File: config.mk
export PLATFORM = sky130hd
export DESIGN_NAME = fsc_status_busy
export DESIGN_NICKNAME = d
export VERILOG_FILES = /design/src/rtl/fsc_pkg.sv /design/src/rtl/fsc_op_decode.sv /design/src/rtl/fsc_busy_timer.sv /design/src/rtl/fsc_stat_serial.sv /design/src/rtl/fsc_status_busy.sv
export SDC_FILE = /design/constraint.sdc
export NUM_CORES = 1
export LEC_CHECK = 0
export BUFFER_PORTS_ARGS = -buffer_cell sky130_fd_sc_hd__buf_2
export CAP_MARGIN = 40
export CORE_AREA = 2 2 55 57
export DETAILED_ROUTE_END_ITERATION = 8
export DIE_AREA = 0 0 57 59
export PLACE_DENSITY = 0.76
export RECOVER_POWER = 100
export SLEW_MARGIN = 20
export SYNTH_ARGS = -nofsm -noshare
export SYNTH_HDL_FRONTEND = slang
export SYNTH_SLANG_ARGS = --single-unit
File: constraint.sdc
create_clock -name clk -period 3.35 [get_ports clk]
set_clock_uncertainty 0.15 [all_clocks]
set_input_delay 0.335 -clock clk [delete_from_list [all_inputs] [get_ports clk]]
set_output_delay 0.335 -clock clk [all_outputs]
set_load 0.05 [all_outputs]
File: src/rtl/fsc_pkg.sv
package fsc_pkg;

    typedef enum logic [2:0] {
        OP_XFER      = 3'd0,
        OP_CMP       = 3'd1,
        OP_PROG_ERS  = 3'd2,
        OP_PROG_ONLY = 3'd3,
        OP_PG_ERASE  = 3'd4,
        OP_BLK_ERASE = 3'd5,
        OP_THRU_BUF  = 3'd6,
        OP_REWRITE   = 3'd7
    } op_kind_e;

    typedef enum logic [2:0] {
        CL_XFER,
        CL_EP,
        CL_PROG,
        CL_PERASE,
        CL_BERASE
    } dur_class_e;

    typedef enum logic {
        ST_IDLE,
        ST_BUSY
    } ctl_state_e;

    localparam logic [2:0] DENSITY_CODE = 3'b110;

endpackage

File: src/rtl/fsc_op_decode.sv
module fsc_op_decode
    import fsc_pkg::*;
#(
    parameter int PAGE_W     = 13,
    parameter int PROT_PAGES = 256
) (
    input  logic [2:0]        op_kind,
    input  logic [PAGE_W-1:0] op_page,
    input  logic              wp_n,
    output dur_class_e        dur_class,
    output logic              is_cmp,
    output logic              refused
);
    localparam logic [PAGE_W:0] PROT_LIM = (PAGE_W+1)'(PROT_PAGES);

    logic modifies;
    logic low_page;

    always_comb begin
        unique case (op_kind_e'(op_kind))
            OP_XFER, OP_CMP:                     dur_class = CL_XFER;
            OP_PROG_ERS, OP_THRU_BUF, OP_REWRITE: dur_class = CL_EP;
            OP_PROG_ONLY:                        dur_class = CL_PROG;
            OP_PG_ERASE:                         dur_class = CL_PERASE;
            OP_BLK_ERASE:                        dur_class = CL_BERASE;
            default:                             dur_class = CL_XFER;
        endcase
    end

    assign is_cmp   = (op_kind == OP_CMP);
    assign modifies = op_kind[2] | op_kind[1];
    assign low_page = ({1'b0, op_page} < PROT_LIM);
    assign refused  = modifies && low_page && !wp_n;

endmodule

File: src/rtl/fsc_busy_timer.sv
module fsc_busy_timer
    import fsc_pkg::*;
#(
    parameter int T_XFER   = 8750,
    parameter int T_EP     = 500000,
    parameter int T_PROG   = 375000,
    parameter int T_PERASE = 250000,
    parameter int T_BERASE = 375000,
    parameter int CNT_W    = 20
) (
    input  logic       clk,
    input  logic       rst_n,
    input  logic       load,
    input  dur_class_e cls,
    input  logic       run,
    output logic       last
);
    logic [CNT_W-1:0] cnt_q;
    logic [CNT_W-1:0] load_val;

    always_comb begin
        unique case (cls)
            CL_XFER:   load_val = CNT_W'(T_XFER - 1);
            CL_EP:     load_val = CNT_W'(T_EP - 1);
            CL_PROG:   load_val = CNT_W'(T_PROG - 1);
            CL_PERASE: load_val = CNT_W'(T_PERASE - 1);
            CL_BERASE: load_val = CNT_W'(T_BERASE - 1);
            default:   load_val = '0;
        endcase
    end

    always_ff @(posedge clk or negedge rst_n) begin
        if (!rst_n)
            cnt_q <= '0;
        else if (load)
            cnt_q <= load_val;
        else if (run && cnt_q != '0)
            cnt_q <= cnt_q - 1'b1;
    end

    assign last = (cnt_q == '0);

endmodule

File: src/rtl/fsc_stat_serial.sv
module fsc_stat_serial (
    input  logic       clk,
    input  logic       rst_n,
    input  logic       stat_en,
    input  logic       stat_shift,
    input  logic [7:0] stat_byte,
    output logic       stat_bit
);
    logic [2:0] idx_q;

    always_ff @(posedge clk or negedge rst_n) begin
        if (!rst_n)
            idx_q <= 3'd7;
        else if (!stat_en)
            idx_q <= 3'd7;
        else if (stat_shift)
            idx_q <= idx_q - 3'd1;
    end

    assign stat_bit = stat_en & stat_byte[idx_q];

endmodule

File: src/rtl/fsc_status_busy.sv
module fsc_status_busy
    import fsc_pkg::*;
#(
    parameter int PAGE_W     = 13,
    parameter int PROT_PAGES = 256,
    parameter int T_XFER     = 8750,
    parameter int T_EP       = 500000,
    parameter int T_PROG     = 375000,
    parameter int T_PERASE   = 250000,
    parameter int T_BERASE   = 375000
) (
    input  logic              clk,
    input  logic              rst_n,
    input  logic              op_start,
    input  logic [2:0]        op_kind,
    input  logic [PAGE_W-1:0] op_page,
    input  logic              cmp_diff,
    input  logic              wp_n,
    input  logic              stat_en,
    input  logic              stat_shift,
    output logic              busy_n,
    output logic              stat_bit,
    output logic              rejected
);
    localparam int MAX_A = (T_XFER > T_EP) ? T_XFER : T_EP;
    localparam int MAX_B = (T_PROG > T_PERASE) ? T_PROG : T_PERASE;
    localparam int MAX_C = (MAX_A > MAX_B) ? MAX_A : MAX_B;
    localparam int MAX_D = (MAX_C > T_BERASE) ? MAX_C : T_BERASE;
    localparam int CNT_W = $clog2(MAX_D + 1);

    ctl_state_e state_q, state_nx;
    dur_class_e req_class;
    logic       req_is_cmp, req_refused;
    logic       accept, reject_ev, tmr_last;
    logic       run_cmp_q, cmp_q, rej_q;
    logic [7:0] stat_byte;

    fsc_op_decode #(.PAGE_W(PAGE_W), .PROT_PAGES(PROT_PAGES)) u_dec (
        .op_kind   (op_kind),
        .op_page   (op_page),
        .wp_n      (wp_n),
        .dur_class (req_class),
        .is_cmp    (req_is_cmp),
        .refused   (req_refused)
    );

    fsc_busy_timer #(
        .T_XFER(T_XFER), .T_EP(T_EP), .T_PROG(T_PROG),
        .T_PERASE(T_PERASE), .T_BERASE(T_BERASE), .CNT_W(CNT_W)
    ) u_tmr (
        .clk   (clk),
        .rst_n (rst_n),
        .load  (accept),
        .cls   (req_class),
        .run   (state_q == ST_BUSY),
        .last  (tmr_last)
    );

    assign accept    = (state_q == ST_IDLE) && op_start && !req_refused;
    assign reject_ev = op_start && ((state_q == ST_BUSY) || req_refused);

    always_comb begin
        state_nx = state_q;
        unique case (state_q)
            ST_IDLE: if (accept)   state_nx = ST_BUSY;
            ST_BUSY: if (tmr_last) state_nx = ST_IDLE;
            default:               state_nx = ST_IDLE;
        endcase
    end

    always_ff @(posedge clk or negedge rst_n) begin
        if (!rst_n) begin
            state_q   <= ST_IDLE;
            run_cmp_q <= 1'b0;
            cmp_q     <= 1'b0;
            rej_q     <= 1'b0;
        end else begin
            state_q <= state_nx;
            if (accept)
                run_cmp_q <= req_is_cmp;
            if (state_q == ST_BUSY && tmr_last && run_cmp_q)
                cmp_q <= cmp_diff;
            if (reject_ev)
                rej_q <= 1'b1;
        end
    end

    always_comb begin
        busy_n    = (state_q == ST_IDLE);
        rejected  = rej_q;
        stat_byte = {busy_n, cmp_q, DENSITY_CODE, 3'b000};
    end

    fsc_stat_serial u_ser (
        .clk        (clk),
        .rst_n      (rst_n),
        .stat_en    (stat_en),
        .stat_shift (stat_shift),
        .stat_byte  (stat_byte),
        .stat_bit   (stat_bit)
    );

endmodule

==> qor.csv <==
metric;value;unit
htreeDepth;1;
cts_num_sinks;26;
syn_nets;182;
vias_per_cell;6.04;
yosysSeqAreaShare;45.2;%
cts_tree;yes;
fin_crit;2750;ps
hold_class;in2reg;
synthTopCellsByCount;dfrtp_1 (23), a21oi_1 (17), nand2_1 (11), nor2_1 (11), o21ai_0 (9);
synth_warnings;0;
ant_nets;0;
outcome;finished, final reports clean;
utilization;59.4;%
grt_pass1_vias;1171;
p_leak;0.651;nW
max_stage_delay;580;ps
fp.coreArea;0.00271;sq mm
cp_max_fo;10;
synth_top_area_cell;dfrtp_1;
drc;0;
stdcell_area;0.00161;sq mm
yosysMostFrequentCell;dfrtp_1;
switching_share;33.0;%
min_period_over_period;82.2;%
hold_slack;78.9;ps
syn_avg_cell_area;9.23;sq um
first_pass_iters;4;
ys_top_cells_by_area;dfrtp_1 (40%), a21oi_1 (5.9%), dfstp_2 (5.4%);
wl_per_cell;13.9;um
port_buffers;17;
p_clk_share;22.3;%
synth-main-ff-cell;dfrtp_1;
cts-hold-fix-buffers;2;
crit_required;3460;ps
tightestPinTransition;1350;ps
grt_setup_unrepaired;false;
drv_slew;0;
ys_ff_latch;26;
ys_async_sr_fraction;100;%
hold_viol_final;0;
cts_root_buffer;clkbuf_4;
syn2layout_area_growth;11.1;%
crit_chain;or4_1 > nor4b_1 > clkbuf_1 > nand3_1 > or4_1 > a31oi_1;
clockBufferDepth;2;
cts_setup_buffers;0;
io_pins;26;
rows;19;
cp.arrival;2860;ps
yosysTopAreaCellShare;39.7;%
gp_congestion;0.779;
maxCapViolations;0;
pwr_density_cell;602;mW/mm^2
grt_pass1_wl;5.17;mm
fin_setup_tns;0;ps
die_area;0.00336;sq mm
placed_area;0.00156;sq mm
internal_power;649;uW
pwr-share-comb;25.5;%
grt_max_degree;27;
setup_violations;0;
wirelength;2.88;mm
slew_headroom;10.0;%
drive_gt1_share;13.6;%
yosysUniqueCellTypes;39;
criticalPathCategory;reg2reg;
antenna_found_initial;0;
numCtsBuffers;3;
cts.clk_slew.worst_paths;150;ps
die_w;57;um
dpl.hpwl;2.16;mm
dr_total_vias;1251;
syn_inst;157;
p_seq_share;52.1;%
cts_resized;0;
start_kind;flop;
num_antenna_cells;0;
critPathSlowestCell;or4_1;
start_util;53.5;%
initialDrtViolationCount;41;
syn_area;0.00145;sq mm
global_route.overflow_total;0;
die_h;59;um
synth_edf_count;0;
fin_nets;202;
p_sw;320;uW
globalRouteTotalUtil;19.8;%
timing.fmax;363;MHz
power.total;969;uW
critPathCaptureType;flop;
clk_latency;320;ps
ir_drop;362;uV
cp_common_cell;or4_1;
## worst max-delay path: cells and delay by family, from the launching register on
family          cells  cell delay, ps
flops               1             450
compound gates      1             170
simple gates        4            1540
buf+inv             1             370
## kinds of logic (layout without fill, tap and decap cells)
logic type	Yosys count	count (layout)	share of synthesized area (%)
and+or+nand+nor	60	60	23.1
adders and majority gates	2	2	1.73
AOI/OAI and AO/OA	44	44	18.3
buffers and inverters	11	30	2.94
DFF	26	26	45.2
muxes	2	2	1.47
xor gates and xnor gates	12	12	7.25
## final timing paths
check                                    start               to  slack (ps)  depth (start not counted)
worst max-delay path            u_tmr.cnt_q[3]  u_tmr.cnt_q[14]         600                          6
worst min-delay path                  cmp_diff            cmp_q          80                          2
worst max register to register  u_tmr.cnt_q[3]  u_tmr.cnt_q[14]         600                          6
worst min register to register        rejected         rejected         350                          1
max in group asynchronous                rst_n  u_tmr.cnt_q[10]        1590                          2
min in group asynchronous                rst_n         rejected         670                          2
## cell type report
cell class                 count  area [sq um]
clock buffer                   3          22.5
multi-input combinational    120           737
sequential                    26           654
fill                         237          1100
inverter                       6          22.5
timing repair buffer          20           104
clock inverter                 1          30.0
tap                           31          38.8
## per-stage QoR
stage	setup WS, ps	std cells
after global placement	865	201
after detailed placement	848	201
after CTS	816	207
after global routing	357	207
final	596	207
after floorplan	938	157
## flip-flops by register name, summed over array words and instances (netlist names)
name	flops
u_ser.idx_q	3
cmp_q	1
rejected	1
u_tmr.cnt_q	19
run_cmp_q	1
state_q	1
## routing by layer
layer	track usage, %	share of wire (%)
met1	25.9	46
met2	33.8	49
met3	2.18	4.6
met4	7.97	0.59
met5	0	0
## placed cells by master (no fill, tap or decap), types with 2 or more instances in the layout
cell / count
or4_1: 4
dfrtp_1: 23
a31oi_1: 5
nand3_1: 4
nand2b_1: 2
xnor2_1: 5
clkbuf_4: 3
clkbuf_1: 5
a211oi_1: 5
or2_2: 2
nor3_1: 8
and3_1: 2
nor4_1: 5
nand2_1: 11
inv_1: 6
o21ai_0: 9
dfstp_2: 2
a21oi_1: 17
buf_2: 13
or3_1: 2
dlygate4sd3_1: 2
ha_1: 2
xor2_1: 7
and2_1: 2
nor2_1: 11
nor3b_1: 2
## power by group through the flow
stage | clock, mW | sequential, mW | combinational, mW
4_1_cts | 0.223 | 0.509 | 0.256
3_5_place_dp | 0 | 0.516 | 0.251
5_1_grt | 0.234 | 0.522 | 0.286
3_3_place_gp | 0 | 0.508 | 0.244
6_report | 0.216 | 0.505 | 0.247
2_1_floorplan | 0 | 0.492 | 0.203
(Power assumes the default switching activity.)
